$ cat config.mk
export PLATFORM = sky130hd
export DESIGN_NAME = qw_dma_chan
export DESIGN_NICKNAME = d
export VERILOG_FILES = /design/src/rtl/qw_dma_pkg.sv /design/src/rtl/qw_dma_regs.sv /design/src/rtl/qw_dma_addr_map.sv /design/src/rtl/qw_dma_xfer.sv /design/src/rtl/qw_dma_chan.sv
export SDC_FILE = /design/constraint.sdc
export NUM_CORES = 1
export LEC_CHECK = 0
export ABC_AREA = 0
export ABC_CLOCK_PERIOD_IN_PS = 3700
export BUFFER_PORTS_ARGS = -buffer_cell sky130_fd_sc_hd__buf_4
export CELL_PAD_IN_SITES_DETAIL_PLACEMENT = 1
export CELL_PAD_IN_SITES_GLOBAL_PLACEMENT = 1
export CORE_MARGIN = 2
export CORE_UTILIZATION = 39
export CTS_CLUSTER_SIZE = 16
export DETAILED_ROUTE_END_ITERATION = 10
export PLACE_DENSITY_LB_ADDON = 0.1
export SYNTH_ARGS = -nofsm -noshare
export SYNTH_HDL_FRONTEND = slang
export SYNTH_HIERARCHICAL = 1
export SYNTH_SLANG_ARGS = --single-unit
$ cat constraint.sdc
create_clock -name clk -period 3.7 [get_ports clk]
set_input_delay 0.185 -clock clk [delete_from_list [all_inputs] [get_ports clk]]
set_output_delay 0.185 -clock clk [all_outputs]
set_load 0.01 [all_outputs]
$ cat src/rtl/qw_dma_pkg.sv
package qw_dma_pkg;
  localparam int ADDR_W    = 32;
  localparam int REG_W     = 32;
  localparam int OFF_W     = 6;
  localparam int START_BIT = 8;
  localparam int QW_BYTES  = 16;
  localparam int QW_LSB    = $clog2(QW_BYTES);

  typedef enum logic [1:0] {
    SLOT_CTRL  = 2'd0,
    SLOT_ADDR  = 2'd1,
    SLOT_COUNT = 2'd2,
    SLOT_NONE  = 2'd3
  } slot_e;
endpackage

$ cat src/rtl/qw_dma_regs.sv
module qw_dma_regs
  import qw_dma_pkg::*;
#(
  parameter int QWC_W = 16
) (
  input  logic              clk,
  input  logic              rst,
  input  logic              wr,
  input  logic              rd,
  input  logic [OFF_W-1:0]  off,
  input  logic [REG_W-1:0]  wdata,
  output logic [REG_W-1:0]  rdata,
  input  logic              accept,
  output logic              start_o,
  output logic [ADDR_W-1:0] addr_o,
  output logic [QWC_W-1:0]  cnt_o,
  output logic              done_o
);
  logic [REG_W-1:0]  ctrl_q;
  logic [ADDR_W-1:0] addr_q;
  logic [QWC_W-1:0]  cnt_q;
  logic [QWC_W-1:0]  cnt_after;
  logic              live_word;
  logic              last_acc;
  slot_e             slot;

  assign slot      = slot_e'(off[5:4]);
  assign live_word = (off[3:2] == 2'b00);
  assign last_acc  = accept && (cnt_q == QWC_W'(1));
  assign cnt_after = accept ? cnt_q - QWC_W'(1) : cnt_q;

  always_ff @(posedge clk) begin
    if (rst) begin
      ctrl_q <= '0;
      addr_q <= '0;
      cnt_q  <= '0;
      done_o <= 1'b0;
      rdata  <= '0;
    end else begin
      done_o <= 1'b0;
      if (accept) begin
        addr_q <= addr_q + ADDR_W'(QW_BYTES);
        cnt_q  <= cnt_after;
      end
      if (last_acc) begin
        ctrl_q[START_BIT] <= 1'b0;
        done_o            <= 1'b1;
      end
      if (wr && live_word) begin
        unique case (slot)
          SLOT_CTRL: begin
            ctrl_q <= wdata;
            if (wdata[START_BIT] && cnt_after == '0) begin
              ctrl_q[START_BIT] <= 1'b0;
              done_o            <= 1'b1;
            end
          end
          SLOT_ADDR: if (!ctrl_q[START_BIT])
            addr_q <= {wdata[ADDR_W-1:QW_LSB], {QW_LSB{1'b0}}};
          SLOT_COUNT: if (!ctrl_q[START_BIT])
            cnt_q <= wdata[QWC_W-1:0];
          default: ;
        endcase
      end
      if (rd) begin
        rdata <= '0;
        if (live_word) begin
          unique case (slot)
            SLOT_CTRL:  rdata <= ctrl_q;
            SLOT_ADDR:  rdata <= addr_q;
            SLOT_COUNT: rdata <= REG_W'(cnt_q);
            default:    rdata <= '0;
          endcase
        end
      end
    end
  end

  assign start_o = ctrl_q[START_BIT];
  assign addr_o  = addr_q;
  assign cnt_o   = cnt_q;
endmodule

$ cat src/rtl/qw_dma_addr_map.sv
module qw_dma_addr_map
  import qw_dma_pkg::*;
#(
  parameter int SPR_AW = 14,
  parameter int RAM_AW = 25
) (
  input  logic [ADDR_W-1:0] addr_i,
  output logic              spr_o,
  output logic [ADDR_W-1:0] phys_o
);
  localparam int SEL_BIT = ADDR_W - 1;

  assign spr_o = addr_i[SEL_BIT];

  for (genvar b = 0; b < ADDR_W; b++) begin : g_bit
    if (b < SPR_AW && b < RAM_AW) begin : g_both
      assign phys_o[b] = addr_i[b];
    end else if (b < SPR_AW) begin : g_spr
      assign phys_o[b] = spr_o & addr_i[b];
    end else if (b < RAM_AW) begin : g_ram
      assign phys_o[b] = ~spr_o & addr_i[b];
    end else begin : g_none
      assign phys_o[b] = 1'b0;
    end
  end
endmodule

$ cat src/rtl/qw_dma_xfer.sv
module qw_dma_xfer
  import qw_dma_pkg::*;
#(
  parameter int QWC_W  = 16,
  parameter int DATA_W = 128,
  parameter int SPR_AW = 14,
  parameter int RAM_AW = 25
) (
  input  logic              clk,
  input  logic              rst,
  input  logic              start,
  input  logic [QWC_W-1:0]  cnt,
  input  logic [ADDR_W-1:0] addr,
  input  logic              src_valid,
  input  logic [DATA_W-1:0] src_data,
  output logic              src_ready,
  output logic              accept,
  output logic              mem_we,
  output logic              mem_sel_spr,
  output logic [ADDR_W-1:0] mem_addr,
  output logic [DATA_W-1:0] mem_wdata
);
  logic              spr_sel;
  logic [ADDR_W-1:0] phys;

  qw_dma_addr_map #(.SPR_AW(SPR_AW), .RAM_AW(RAM_AW)) u_map (
    .addr_i (addr),
    .spr_o  (spr_sel),
    .phys_o (phys)
  );

  assign src_ready = start && (cnt != '0);
  assign accept    = src_ready && src_valid;

  always_ff @(posedge clk) begin
    if (rst) begin
      mem_we      <= 1'b0;
      mem_sel_spr <= 1'b0;
      mem_addr    <= '0;
      mem_wdata   <= '0;
    end else begin
      mem_we <= accept;
      if (accept) begin
        mem_sel_spr <= spr_sel;
        mem_addr    <= phys;
        mem_wdata   <= src_data;
      end
    end
  end
endmodule

$ cat src/rtl/qw_dma_chan.sv
module qw_dma_chan
  import qw_dma_pkg::*;
#(
  parameter int QWC_W  = 16,
  parameter int DATA_W = 128,
  parameter int SPR_AW = 14,
  parameter int RAM_AW = 25
) (
  input  logic              clk,
  input  logic              rst,
  input  logic              reg_wr,
  input  logic              reg_rd,
  input  logic [5:0]        reg_off,
  input  logic [31:0]       reg_wdata,
  output logic [31:0]       reg_rdata,
  input  logic              src_valid,
  input  logic [DATA_W-1:0] src_data,
  output logic              src_ready,
  output logic              mem_we,
  output logic              mem_sel_spr,
  output logic [31:0]       mem_addr,
  output logic [DATA_W-1:0] mem_wdata,
  output logic              done_pulse
);
  logic              start;
  logic              accept;
  logic [ADDR_W-1:0] addr;
  logic [QWC_W-1:0]  cnt;

  qw_dma_regs #(.QWC_W(QWC_W)) u_regs (
    .clk     (clk),
    .rst     (rst),
    .wr      (reg_wr),
    .rd      (reg_rd),
    .off     (reg_off),
    .wdata   (reg_wdata),
    .rdata   (reg_rdata),
    .accept  (accept),
    .start_o (start),
    .addr_o  (addr),
    .cnt_o   (cnt),
    .done_o  (done_pulse)
  );

  qw_dma_xfer #(
    .QWC_W(QWC_W), .DATA_W(DATA_W), .SPR_AW(SPR_AW), .RAM_AW(RAM_AW)
  ) u_xfer (
    .clk         (clk),
    .rst         (rst),
    .start       (start),
    .cnt         (cnt),
    .addr        (addr),
    .src_valid   (src_valid),
    .src_data    (src_data),
    .src_ready   (src_ready),
    .accept      (accept),
    .mem_we      (mem_we),
    .mem_sel_spr (mem_sel_spr),
    .mem_addr    (mem_addr),
    .mem_wdata   (mem_wdata)
  );
endmodule

# Word level (Yosys, flattened, before mapping)
# Cells that the tools add are included.
[op_classes] order_cmp=0 n_eq_ne=3 div=0 n_addsub=2 n_mux=19 n_mul=0 n_reduce_logical=10 bitwise_logic=12 shifts=0
[ops] operator="32-bit two-way mux" count=5
[ops] operator="32-bit one-hot mux with 3 select lines" count=1
[ops] operator="16-bit two-way mux" count=5
[ops] operator="32-bit by 5-bit adder with 32-bit output, second input constant" count=1
[ops] operator="9-bit two-way mux" count=2
[ops] operator="16-bit by 1-bit == test with 1-bit output, second input constant" count=1
[ops] operator="16-bit zero test" count=1
[ops] operator="16-bit nonzero test" count=1
[ops] operator="16-bit by 1-bit subtractor with 16-bit output, second input constant" count=1
[ops] operator="1-bit bitwise AND" count=11
[ops] operator="1-bit two-way mux" count=6
[ops] operator="1-bit logical AND" count=5
[ops] operator="2-bit zero test" count=2
[ops] operator="2-bit by 1-bit == test with 1-bit output, second input constant" count=1
[ops] operator="2-bit == test, second input constant" count=1
[ops] operator="2-bit AND reduction" count=1
[ops] operator="1-bit NOT" count=1
[word_totals] ram_bits=0 register_bits=268 elab_cells=56 romBits=0 latchBits=0 n_memories=0

# Depth between registers and ports, before layout
[depth] ltp_word=9 ltp_mapped=11 depth_no_buf=8

# Cells and area by module
# Netlist, hierarchy kept.
[modules_own_cells] mod="qw_dma_xfer" instances=1 seq_area_each_um2=3243.1 area_each_um2=7200.7 cells_each=708
[modules_own_cells] mod="qw_dma_regs" instances=1 seq_area_each_um2=2182.1 area_each_um2=5371.4 cells_each=673
[modules_own_cells] mod="qw_dma_addr_map" instances=1 seq_area_each_um2=0.0 area_each_um2=286.5 cells_each=35

# Worst setup path before layout
# OpenSTA, ideal clock, no wires.
[synth_timing] path_kind="reg-to-reg" start="register u_regs.cnt_q[12], in the netlist u_regs/cnt_o[12]" end="register u_regs.done_o" setup_slack_ns=0.755 n_path_buf=2 arrival_time_ns=2.875 path_stages_with_launch=11 path_cell_list="dfxtp_1 > nor4_1 > a41oi_1 > buf_2 > buf_2 > nor4bb_1 > xnor2_1 > o2111ai_1 > a2111o_1 > or4_1 > a21oi_1"
[synth_via] elab_chain_len=9 elab_cells_between_ends=13 cone_classes="1 x add/sub; 1 x eq/ne; 5 x mux; 6 x reduce/logical"
[synth_rtl] element="start: declaration" line="qw_dma_regs.sv:21" text="logic [QWC_W-1:0] cnt_q;"
[synth_rtl] element="start signal: assignment" line="qw_dma_regs.sv:43" text="cnt_q <= cnt_after;"
[synth_rtl] element="start signal: assignment" line="qw_dma_regs.sv:61" text="cnt_q <= wdata[QWC_W-1:0];"
[synth_rtl] element="16-bit nonzero test *" line="qw_dma_xfer.sv:32" text="assign src_ready = start && (cnt != '0);"
[synth_rtl] element="1-bit logical AND *" line="qw_dma_xfer.sv:32"
[synth_rtl] element="1-bit logical AND *" line="qw_dma_xfer.sv:33" text="assign accept = src_ready && src_valid;"
[synth_rtl] element="named net accept" line="qw_dma_chan.sv:26" text="logic accept;"
[synth_rtl] element="16-bit two-way mux" line="qw_dma_regs.sv:30" text="assign cnt_after = accept ? cnt_q - QWC_W'(1) : cnt_q;"
[synth_rtl] element="16-bit zero test" line="qw_dma_regs.sv:53" text="if (wdata[START_BIT] && cnt_after == '0) begin"
[synth_rtl] element="1-bit logical AND" line="qw_dma_regs.sv:53"
[synth_rtl] element="1-bit two-way mux" line="qw_dma_regs.sv:53"
[synth_rtl] element="1-bit two-way mux" line="qw_dma_regs.sv:50" text="unique case (slot)"
[synth_rtl] element="1-bit two-way mux *" line="qw_dma_regs.sv:49" text="if (wr && live_word) begin"
[synth_rtl] element="end signal: assignment" line="qw_dma_regs.sv:40" text="done_o <= 1'b0;"
[synth_rtl] element="end signal: assignment" line="qw_dma_regs.sv:47" text="done_o <= 1'b1;"
[synth_rtl] element="end signal: assignment" line="qw_dma_regs.sv:55" text="done_o <= 1'b1;"
[synth_rtl] element="end: declaration" line="qw_dma_regs.sv:17" text="output logic done_o"
# Mark *: on every way through the listed nets, which the timed path passes. The rest lies on a longest branch.
# A chain may end at the register's enable or synchronous reset.

# Final worst setup path
[layout_timing] start="register u_regs.cnt_q[12], in the netlist u_regs/cnt_o[12]" end="register u_xfer.mem_wdata[51]"
[layout_via] elab_chain_len=3
[layout_rtl] element="16-bit nonzero test" line="qw_dma_xfer.sv:32"
[layout_rtl] element="1-bit logical AND" line="qw_dma_xfer.sv:32"
[layout_rtl] element="1-bit logical AND" line="qw_dma_xfer.sv:33"
[layout_rtl] element="named net accept" line="qw_dma_chan.sv:26"
[layout_rtl] element="end signal: assignment" line="qw_dma_xfer.sv:46" text="mem_wdata <= src_data;"
[layout_rtl] element="end: declaration" line="qw_dma_xfer.sv:21" text="output logic [DATA_W-1:0] mem_wdata"
# The timed path passes the listed nets, and every way through them passes these cells.

==> flow_metrics.env <==
export IMPL_synth_top_cell_area_share_pct=42.19
export IMPL_critPathLaunch="u_regs/cnt_o[12]"
export IMPL_irDropWorstVdd_v=0.0003434
export IMPL_cts_max_level=2
export IMPL_post_cts_resized=0
export IMPL_clk_pin_slew_worst_paths_ns=0.06
export IMPL_arrival_ns=3.72
export IMPL_rsz0062_at_grt="false"
export IMPL_cts_buffers_inserted=34
export IMPL_final_common_cell="buf_4"
export IMPL_totalNegativeSetupSlack_ns=0
export IMPL_num_rows=66
export IMPL_post_route_period_util_pct=89.54
export IMPL_finClkSkew_ns=0.01858
export IMPL_final_hold_violation_count=0
export IMPL_critPathCaptureType="flip-flop"
export IMPL_synth_cell_types=55
export IMPL_status="completed"
export IMPL_layout_common_cells="buf_4, nand2b_1, dfxtp_1, mux2i_1, dlygate4sd3_1"
export IMPL_post_dp_hpwl_um=28760
export IMPL_worstSetupEndpoint="u_xfer/mem_wdata[51]"
export IMPL_routabilityCongestion=0.8621
export IMPL_overflow=0
export IMPL_finalSetupViolCount=0
export IMPL_port_buffers=364
export IMPL_coreArea_um2=32540
export IMPL_start_util_pct=39.52
export IMPL_seqCellArea_um2=5425
export IMPL_busiest_layer="met2"
export IMPL_clock_root_buffer="clkbuf_16"
export IMPL_start_kind="flip-flop"
export IMPL_r2r_start="u_regs/cnt_o[12]"
export IMPL_cp_max_fo=124
export IMPL_cts_tree="built"
export IMPL_multi_input_area_um2=6775
export IMPL_routed_via_count=11470
export IMPL_reg2reg_slack_ns=0.39
export IMPL_clk_latency_ns=0.51
export IMPL_dieArea_um2=34440
export IMPL_fillers=3736
export IMPL_max_freq_mhz=301.9
export IMPL_drc=0
export IMPL_final_layout_size_suffix_gt1_share_pct=25.04
export IMPL_ys_seq_elements=271
export IMPL_area_growth_pct=43.70
export IMPL_antenna_found_initial=0
export IMPL_synthFlopType="dfxtp_1"
export IMPL_path_class="flip-flop to flip-flop"
export IMPL_finalWorstSetupSlack_ns=0.3871
export IMPL_syn_avg_cell_area_um2=9.081
export IMPL_grt_pass1_wl_um=69390
export IMPL_yosysWarnings=6
export IMPL_worstMarginPinSlew_ns=1.186
export IMPL_cts_setup_buffers=0
export IMPL_met3_usage_pct=5.224
export IMPL_ys_seq_area_share_pct=42.19
export IMPL_syn_cell_area_um2=12860
export IMPL_die_y_um=185.6
export IMPL_grt_use_met1_pct=30.93
export IMPL_yosys_area_top_type="dfxtp_1"
export IMPL_wl_per_cell_um=19.66
export IMPL_async_flop_share_pct=0
export IMPL_dr_pass1_iters=4
export IMPL_slew_headroom_pct=20.67
export IMPL_synth_cells=1416
export IMPL_dp_slack_ns=0.4658
export IMPL_synth_edf_count=0
export IMPL_hold_path_class="primary input to flip-flop"
export IMPL_ant_nets=0
export IMPL_cap_violations=0
export IMPL_synth_area_leaders="dfxtp_1, nand2b_1, mux2i_1"
export IMPL_finalMaxSlewViolations=0
export IMPL_clkSinkCount=271
export IMPL_grt_max_degree=197
export IMPL_drt_iter0_drc=517
export IMPL_fp_dieW_um=185.6
export IMPL_postCtsHoldBufs=159
export IMPL_power_density_nw_per_um2=384.2
export IMPL_critPathRequiredTime_ns=4.11
export IMPL_leakage_nw=7.212
export IMPL_grt_use_total_pct=25.60
export IMPL_io_pins=367
export IMPL_post_drt_via_cell_ratio=4.897
export IMPL_hold_slack_ns=0.02300
export IMPL_fin_nets=2045
export IMPL_met2_usage_pct=45.51
export IMPL_grt_pass1_vias=12200
export IMPL_wirelength_um=46030
export IMPL_min_period_ns=3.313
export IMPL_r2r_end="u_xfer/mem_wdata[51]"
export IMPL_clk_path_buf_depth=3
export IMPL_reg2reg_depth=7
stage by stage:
stage / std cells / util [%] / total power, mW / area (µm²)
floorplan: 1425 / - / 3.259 / 12890
global placement: 2118 / 48.20 / 3.452 / 15680
detailed placement: 2118 / 48.20 / 3.461 / 15680
CTS: 2339 / 56.78 / 7.150 / 18470
global route: 2339 / 56.78 / 7.346 / 18470
finish: 2341 / 56.79 / 7.100 / 18480
worst min path at each step:
| stage | from | end | cells after the start |
|---|---|---|---|
| after global routing | reg_wdata[8] | u_regs/cnt_o[8] | 3 |
| after detailed placement | u_regs/ctrl_q[16] | u_regs/ctrl_q[16] | 2 |
| final | reg_wdata[8] | u_regs/cnt_o[8] | 3 |
| after global placement | u_regs/ctrl_q[19] | u_regs/ctrl_q[19] | 2 |
| after floorplan | reg_wdata[0] | u_regs/ctrl_q[0] | 2 |
| after CTS | reg_wdata[8] | u_regs/cnt_o[8] | 3 |
cells by family (layout without fill, tap and decap cells):
logic type	Yosys count	count (layout)	synth area share (%)
AND/OR/NAND/NOR	629	629	27.37
flip-flops	271	271	42.19
multiplexers	194	194	15.30
buffers and inverters	140	612	5.566
AO/OA/AOI/OAI	135	135	6.364
XOR/XNOR	42	42	2.861
adder cells (fa/ha/maj)	3	3	0.2919
other	2	13	0.05840
routing by layer:
metal	share of wire, %	routed length, µm
met5	0	0
met4	2.7	1250
met3	5.8	2655
met2	49	22680
met1	42	19440
synth_stat cells (all sizes together) (2+ instances only):
cell type	n
a211oi	40
a21oi	69
a311oi	2
a41oi	2
and3	4
and4	2
buf	53
clkbuf	77
conb	2
dfxtp	271
ha	3
inv	10
mux2	20
mux2i	174
nand2	97
nand2b	325
nand3	15
nand4	4
nand4b	2
nor2	95
nor2b	44
nor3	10
nor4	9
nor4b	4
o21ai	14
or2	2
or3	4
or4	4
xnor2	27
xor2	15
report_power, final:
part / internal [mW] / total, mW / switching [mW]
sequential: 2.94 / 2.96 / 0.0232
combinational: 0.349 / 0.602 / 0.253
clock: 2.21 / 3.54 / 1.33
critical path, cell delays in order, from the launching register on:
cell and delay (ns):
dfxtp_1 0.50, nor4_1 0.12, buf_4 0.16, a41oi_4 0.37, buf_4 0.23, buf_12 0.65
buf_4 0.75, mux2i_1 0.32
area by class of cell:
cell class	instances	area share [%]
clock buffers	54	5.844
diodes	2	0.02709
inverters	10	0.2031
flip-flops and latches	271	29.36
well taps	442	2.993
multi-input cells	1014	36.67
clock inverters	8	0.6365
repair buffers	540	24.27
flip-flops by register name (all words and copies together), names as in the netlist:
| register | flops |
|---|---|
| u_regs/addr_o | 28 |
| u_regs/cnt_o | 16 |
| u_regs/ctrl_q | 32 |
| u_regs/done_o | 1 |
| u_regs/rdata | 32 |
| u_xfer/mem_addr | 32 |
| u_xfer/mem_sel_spr | 1 |
| u_xfer/mem_wdata | 128 |
| u_xfer/mem_we | 1 |
Note: power is estimated with default switching activity, not from simulation.
